$ cat config.mk
export PLATFORM = sky130hd
export DESIGN_NAME = dual_result_port
export DESIGN_NICKNAME = d
export VERILOG_FILES = /design/src/rtl/drp_pkg.sv /design/src/rtl/drp_hold.sv /design/src/rtl/drp_sclk_gen.sv /design/src/rtl/drp_shifter.sv /design/src/rtl/dual_result_port.sv
export SDC_FILE = /design/constraint.sdc
export NUM_CORES = 1
export LEC_CHECK = 0
export ABC_AREA = 1
export BUFFER_PORTS_ARGS = -buffer_cell sky130_fd_sc_hd__buf_4
export CELL_PAD_IN_SITES_DETAIL_PLACEMENT = 0
export CELL_PAD_IN_SITES_GLOBAL_PLACEMENT = 2
export CORE_MARGIN = 3
export CORE_UTILIZATION = 33
export DETAILED_ROUTE_END_ITERATION = 16
export PLACE_DENSITY = 0.8
export REMOVE_ABC_BUFFERS = 1
export SETUP_SLACK_MARGIN = 0.3
export SLEW_MARGIN = 20
export SYNTH_ARGS = -nofsm -noshare
export SYNTH_HDL_FRONTEND = slang
export SYNTH_SLANG_ARGS = --single-unit
export TNS_END_PERCENT = 10
$ cat constraint.sdc
create_clock -name clk -period 4.9 [get_ports clk]
set_input_delay 0.245 -clock clk [delete_from_list [all_inputs] [get_ports clk]]
set_output_delay 0.245 -clock clk [all_outputs]
set_load 0.01 [all_outputs]
$ cat src/rtl/drp_pkg.sv
package drp_pkg;
  // bus pin roles while the serial port is selected
  localparam int unsigned PIN_DIV_LSB = 2;
  localparam int unsigned DIV_W       = 2;
  localparam int unsigned PIN_EXT     = 4;
  localparam int unsigned PIN_INV     = 5;

  typedef struct packed {
    logic             slave;
    logic             inv_sync;
    logic [DIV_W-1:0] div;
  } ser_cfg_t;
endpackage

$ cat src/rtl/drp_hold.sv
module drp_hold #(
  parameter int unsigned WORD_W = 16
) (
  input  logic              clk,
  input  logic              rst_n,
  input  logic              load_i,
  input  logic              ser_i,
  input  logic              busy_i,
  input  logic [WORD_W-1:0] a_i,
  input  logic [WORD_W-1:0] b_i,
  output logic [WORD_W-1:0] hold_a_o,
  output logic [WORD_W-1:0] hold_b_o,
  output logic              start_o
);
  logic [WORD_W-1:0] hold_a_q, hold_a_d, hold_b_q, hold_b_d;
  logic [WORD_W-1:0] pend_a_q, pend_a_d, pend_b_q, pend_b_d;
  logic              pend_q, pend_d, start_q, start_d;
  logic              blocked, accept, drain;

  always_comb begin
    blocked  = ser_i && (busy_i || start_q);
    accept   = load_i && !blocked;
    drain    = pend_q && !blocked && !load_i;
    hold_a_d = hold_a_q;
    hold_b_d = hold_b_q;
    pend_a_d = pend_a_q;
    pend_b_d = pend_b_q;
    pend_d   = pend_q;
    start_d  = 1'b0;
    if (accept) begin
      hold_a_d = a_i;
      hold_b_d = b_i;
      pend_d   = 1'b0;
      start_d  = ser_i;
    end else if (load_i) begin
      pend_a_d = a_i;
      pend_b_d = b_i;
      pend_d   = 1'b1;
    end else if (drain) begin
      hold_a_d = pend_a_q;
      hold_b_d = pend_b_q;
      pend_d   = 1'b0;
      start_d  = ser_i;
    end
  end

  always_ff @(posedge clk or negedge rst_n) begin
    if (!rst_n) begin
      hold_a_q <= '0;
      hold_b_q <= '0;
      pend_a_q <= '0;
      pend_b_q <= '0;
      pend_q   <= 1'b0;
      start_q  <= 1'b0;
    end else begin
      hold_a_q <= hold_a_d;
      hold_b_q <= hold_b_d;
      pend_a_q <= pend_a_d;
      pend_b_q <= pend_b_d;
      pend_q   <= pend_d;
      start_q  <= start_d;
    end
  end

  assign hold_a_o = hold_a_q;
  assign hold_b_o = hold_b_q;
  assign start_o  = start_q;
endmodule

$ cat src/rtl/drp_sclk_gen.sv
module drp_sclk_gen #(
  parameter int unsigned DIV_W = 2
) (
  input  logic             clk,
  input  logic             rst_n,
  input  logic             run_i,
  input  logic [DIV_W-1:0] div_i,
  output logic             sclk_o,
  output logic             fall_o
);
  localparam int unsigned CNT_W = 2 ** DIV_W;

  logic [CNT_W-1:0] cnt_q, cnt_d, half_m1;
  logic             sclk_q, sclk_d, term;

  always_comb begin
    half_m1 = (CNT_W'(1) << div_i) - CNT_W'(1);
    term    = (cnt_q == half_m1);
    cnt_d   = cnt_q;
    sclk_d  = sclk_q;
    if (!run_i) begin
      cnt_d  = '0;
      sclk_d = 1'b0;
    end else if (term) begin
      cnt_d  = '0;
      sclk_d = ~sclk_q;
    end else begin
      cnt_d  = cnt_q + CNT_W'(1);
    end
  end

  always_ff @(posedge clk or negedge rst_n) begin
    if (!rst_n) begin
      cnt_q  <= '0;
      sclk_q <= 1'b0;
    end else begin
      cnt_q  <= cnt_d;
      sclk_q <= sclk_d;
    end
  end

  assign sclk_o = sclk_q;
  assign fall_o = run_i && term && sclk_q;
endmodule

$ cat src/rtl/drp_shifter.sv
module drp_shifter #(
  parameter int unsigned FRAME_W = 32
) (
  input  logic               clk,
  input  logic               rst_n,
  input  logic               start_i,
  input  logic [FRAME_W-1:0] word_i,
  input  logic               shift_i,
  output logic               active_o,
  output logic               sdo_o
);
  localparam int unsigned CW = $clog2(FRAME_W + 1);

  logic [FRAME_W-1:0] sr_q, sr_d;
  logic [CW-1:0]      cnt_q, cnt_d;
  logic               act_q, act_d;

  always_comb begin
    sr_d  = sr_q;
    cnt_d = cnt_q;
    act_d = act_q;
    if (start_i) begin
      sr_d  = word_i;
      cnt_d = '0;
      act_d = 1'b1;
    end else if (act_q && shift_i) begin
      sr_d = {sr_q[FRAME_W-2:0], 1'b0};
      if (cnt_q == CW'(FRAME_W - 1)) begin
        cnt_d = '0;
        act_d = 1'b0;
      end else begin
        cnt_d = cnt_q + CW'(1);
      end
    end
  end

  always_ff @(posedge clk or negedge rst_n) begin
    if (!rst_n) begin
      sr_q  <= '0;
      cnt_q <= '0;
      act_q <= 1'b0;
    end else begin
      sr_q  <= sr_d;
      cnt_q <= cnt_d;
      act_q <= act_d;
    end
  end

  assign active_o = act_q;
  assign sdo_o    = act_q & sr_q[FRAME_W-1];
endmodule

$ cat src/rtl/dual_result_port.sv
module dual_result_port
  import drp_pkg::*;
#(
  parameter int unsigned WORD_W = 16
) (
  input  logic              clk,
  input  logic              rst_n,
  input  logic              load_i,
  input  logic [WORD_W-1:0] res_a_i,
  input  logic [WORD_W-1:0] res_b_i,
  input  logic              ser_sel_i,
  input  logic              chan_a_i,
  input  logic              swap_i,
  input  logic              rdc_i,
  input  logic [WORD_W-1:0] pin_in_i,
  output logic [WORD_W-1:0] pin_out_o,
  output logic [WORD_W-1:0] pin_oe_o,
  input  logic              sclk_in_i,
  output logic              sclk_out_o,
  output logic              sclk_oe_o,
  output logic              sdout_o,
  output logic              sync_o
);
  localparam int unsigned FRAME_W = 2 * WORD_W;
  localparam int unsigned LANE_W  = WORD_W / 2;

  // reset: asynchronous assert, synchronous release
  logic [1:0] rst_pipe_q;
  logic       rst_n_int;
  always_ff @(posedge clk or negedge rst_n) begin
    if (!rst_n) rst_pipe_q <= '0;
    else        rst_pipe_q <= {rst_pipe_q[0], 1'b1};
  end
  assign rst_n_int = rst_pipe_q[1];

  // serial configuration read from the shared pins
  ser_cfg_t         cfg;
  logic             master;
  logic [DIV_W-1:0] div_eff;
  always_comb begin
    cfg.slave    = pin_in_i[PIN_EXT];
    cfg.inv_sync = pin_in_i[PIN_INV];
    cfg.div      = pin_in_i[PIN_DIV_LSB +: DIV_W];
    master       = ser_sel_i && !cfg.slave;
    div_eff      = (master && rdc_i) ? cfg.div : '0;
  end

  // host clock synchroniser and falling-edge detect
  logic [2:0] hsclk_q, hsclk_d;
  logic       host_fall;
  always_comb hsclk_d = {hsclk_q[1:0], sclk_in_i};
  always_ff @(posedge clk or negedge rst_n_int) begin
    if (!rst_n_int) hsclk_q <= '0;
    else            hsclk_q <= hsclk_d;
  end
  assign host_fall = hsclk_q[2] & ~hsclk_q[1];

  logic [WORD_W-1:0]  hold_a, hold_b;
  logic               start, active, sdo, gen_sclk, gen_fall, shift;
  logic [FRAME_W-1:0] frame_word;

  drp_hold #(.WORD_W(WORD_W)) u_hold (
    .clk      (clk),
    .rst_n    (rst_n_int),
    .load_i   (load_i),
    .ser_i    (ser_sel_i),
    .busy_i   (active),
    .a_i      (res_a_i),
    .b_i      (res_b_i),
    .hold_a_o (hold_a),
    .hold_b_o (hold_b),
    .start_o  (start)
  );

  drp_sclk_gen #(.DIV_W(DIV_W)) u_sclk (
    .clk    (clk),
    .rst_n  (rst_n_int),
    .run_i  (active && master),
    .div_i  (div_eff),
    .sclk_o (gen_sclk),
    .fall_o (gen_fall)
  );

  always_comb begin
    frame_word = chan_a_i ? {hold_a, hold_b} : {hold_b, hold_a};
    shift      = master ? gen_fall : (ser_sel_i && cfg.slave && host_fall);
  end

  drp_shifter #(.FRAME_W(FRAME_W)) u_shift (
    .clk      (clk),
    .rst_n    (rst_n_int),
    .start_i  (start),
    .word_i   (frame_word),
    .shift_i  (shift),
    .active_o (active),
    .sdo_o    (sdo)
  );

  // parallel lanes, optionally exchanged
  logic [WORD_W-1:0] par_sel, par_data;
  assign par_sel = chan_a_i ? hold_a : hold_b;
  for (genvar g = 0; g < 2; g++) begin : g_lane
    assign par_data[g*LANE_W +: LANE_W] =
      swap_i ? par_sel[(1-g)*LANE_W +: LANE_W] : par_sel[g*LANE_W +: LANE_W];
  end

  assign pin_oe_o   = ser_sel_i ? '0 : '1;
  assign pin_out_o  = ser_sel_i ? '0 : par_data;
  assign sclk_out_o = gen_sclk & master;
  assign sclk_oe_o  = master;
  assign sdout_o    = sdo;
  assign sync_o     = active ^ (master & cfg.inv_sync);
endmodule

==> flow_summary.toml <==
[global_routing]
gr-usage-all-layers_pct = 15.6
grt_max_degree = 70
grt_pass1_wl_um = 24900
grt_pass1_vias = 5035
gr-total-overflow = 0
antenna_found_initial = 0

[finish]
drive_above_1_share_pct = 18.4
syn_to_final_growth_pct = 20.4
final_cell_mix = "nand2_1 (214), dfrtp_1 (114), o21ai_0 (113)"
multiInputGateArea_um2 = 2590
regArea_um2 = 2880
insertedDiodeCount = 0
final_nets = 876
final_common_cell = "nand2_1"
fillers = 1827

[power_and_ir_drop]
p_sw_share_pct = 28.1
p_leak_nw = 3.65
p_clk_share_pct = 40.9
combPwrFrac_pct = 17.6
p_sw_uw = 832
worst_ir_drop_vdd_mv = 0.233
power_density_nw_per_um2 = 409
seqPwrFrac_pct = 41.4
internal-power_mw = 2.13

[sta]
rsz0062_at_grt = "false"
max_freq_mhz = 357
finalCritPeriodShare_pct = 57.2
finalSetupViolations = 0
fin_ws_ns = 2.10
maxSlewHeadroom_pct = 38.8
skew_ns = 0.00853
setup-tns-final_ns = 0
fin_crit_ns = 2.80
hold_viol = 0
drv_slew = 0
worst_slew_pin_slew_ns = 0.918

[logic_synthesis]
ys_seq_area_share_pct = 47.8
syn_area_um2 = 6020
yosysWarningCount = 0
async_flop_share_pct = 100
synthCells = 773
synth_cell_types = 33
synth_edf_count = 0
ys_seq_elements = 115
ys.flop_type = "dfrtp_1"
syn_avg_cell_area_um2 = 7.79

[placed_design]
port-buffer-count = 79
place_ws_ns = 2.07
gp_congestion = 0.761
hpwl_um = 9550

[routing]
drtAntennaViolNets = 0
drtIter0Drc = 305
vias = 5065
drc = 0
wl_per_cell_um = 13.8
wl_um = 14600
via_per_inst = 4.80
dr.pass1.iters = 4

[clock_tree]
h-tree-depth = 4
path_clk_slew_ns = 0.05
cts_resized = 0
clock-sinks = 115
clk_latency_ns = 0.41
cts_tree = "yes"
cts_made_buffers = 17
cts_buffer_depth = 2
clockRootBuffer = "clkbuf_16"

[floorplanning]
core_um2 = 17600
fp.dieW_um = 141
start_util_pct = 34.2
rows = 48
num_io_pins = 92
fp.dieH_um = 141
die-area_um2 = 19900

[run_status]
status = "finished, final reports clean"

[setup_path]
required_ns = 5.19
cp-end-kind = "flop"
critPathLaunchType = "flop"
worst-endpoint-arrival_ns = 3.09
critPathKind = "flop to flop"
worstPathMaxFanout = 35
reg2regPathDepth = 8

[flow_run]
cap_violations = 0

[hold_path]
hold_path_depth = 3
hold_path_class = "input pin to flop"
-- final cells by class --
class / count / area share [%]
well taps: 225 / 3.88
clock buffers: 21 / 6.63
flip-flops and latches: 115 / 39.7
clock inverters: 11 / 1.48
inverters: 68 / 3.52
repair buffers: 86 / 8.97
multi-input cells: 530 / 35.8
-- timing repair --
item | in CTS | in global routing
hold endpoints to repair | 3 | 0
hold buffers | 2 | 0
buffers inserted | 0 | 0
-- cells by family after synthesis --
group / synth area share [%]
AOI/OAI and AO/OA: 13.3
muxes: 2.80
buffers and inverters: 9.47
adders and majority gates: 0.415
other: 0.0623
xor gates and xnor gates: 0.872
and+or+nand+nor: 25.3
DFF: 47.8
-- per-layer routing --
metal,vias to the layer above,global-route usage (%),share of wire (%)
met1,2410,19.9,45
li1,2568,-,-
met5,-,0,0
met2,78,26.6,50
met4,0,4.18,0.68
met3,9,3.80,3.7
-- final timing paths --
| path | start | to | slack (ns) |
|---|---|---|---|
| worst max-delay path | u_hold.start_o$_DFF_PN0_ | u_hold.hold_a_o[12]$_DFFE_PN0P_ | 2.10 |
| worst min-delay path | res_b_i[8] | u_hold.pend_b_q[8]$_DFFE_PN0P_ | 0.09 |
| worst max register to register | u_hold.start_o$_DFF_PN0_ | u_hold.hold_a_o[12]$_DFFE_PN0P_ | 2.10 |
| worst min register to register | rst_pipe_q[0]$_DFF_PN0_ | rst_pipe_q[1]$_DFF_PN0_ | 0.35 |
| max in group asynchronous | rst_pipe_q[1]$_DFF_PN0_ | u_hold.pend_a_q[14]$_DFFE_PN0P_ | 3.28 |
| min in group asynchronous | rst_n | rst_pipe_q[1]$_DFF_PN0_ | 0.15 |
-- registers in the layout, summed over array words and instances (netlist names) --
signal	flops
u_shift.sr_q	32
u_hold.pend_q	1
u_sclk.sclk_o	1
u_shift.active_o	1
u_hold.hold_b_o	16
u_hold.pend_b_q	16
u_hold.pend_a_q	16
u_hold.start_o	1
rst_pipe_q	2
u_sclk.cnt_q	4
hsclk_q	3
u_hold.hold_a_o	16
u_shift.cnt_q	6
-- power groups by stage --
| stage | Combinational [mW] | Sequential [mW] | Clock [mW] |
|---|---|---|---|
| finish | 0.523 | 1.23 | 1.21 |
| global route | 0.608 | 1.25 | 1.30 |
| CTS | 0.535 | 1.23 | 1.25 |
| detailed placement | 0.531 | 1.25 | 0 |
| global placement | 0.522 | 1.24 | 0 |
| floorplan | 0.352 | 1.22 | 0 |
-- cells in the mapped netlist (2+ instances only) --
cell      count  area [um2]
nand4_1       9        56.3
o211ai_1     16         120
a21oi_1      20         100
buf_1         6        22.5
buf_2         6        30.0
buf_4        18         135
xnor2_1       2        17.5
nand3_2      10         100
inv_1        66         248
mux2_2       15         169
nand2_4       2        22.5
o21ai_0     113         566
nand2_1     215         807
buf_6         2        22.5
nand2_2       2        12.5
nand3_1      36         180
dfrtp_1     115        2880
nor2_1       74         278
xor2_1        4        35.0
ha_1          2        25.0
clkbuf_1     28         105
-- metrics by stage --
step / util (%) / total power [mW] / hold WS [ns] / cell area, um2 / cells
floorplan: - / 1.57 / -0.0506 / 5710 / 713
CTS: 41.2 / 3.01 / 0.0706 / 7250 / 1056
finish: 41.2 / 2.97 / 0.0904 / 7250 / 1056
global placement: 37.7 / 1.76 / 0.0277 / 6640 / 1022
detailed placement: 37.7 / 1.78 / 0.0286 / 6640 / 1022
global route: 41.2 / 3.16 / 0.0829 / 7250 / 1056
-- critical path: stages (launching register included) --
cell and delay, ns:
dfrtp_1 0.33, buf_4 0.36, nor2_1 0.11, nor2_1 0.35
inv_1 0.10, nand2_1 0.57, buf_4 0.43, o21ai_0 0.13
mux2_2 0.27
No activity file was read; power rests on OpenSTA's default activity.
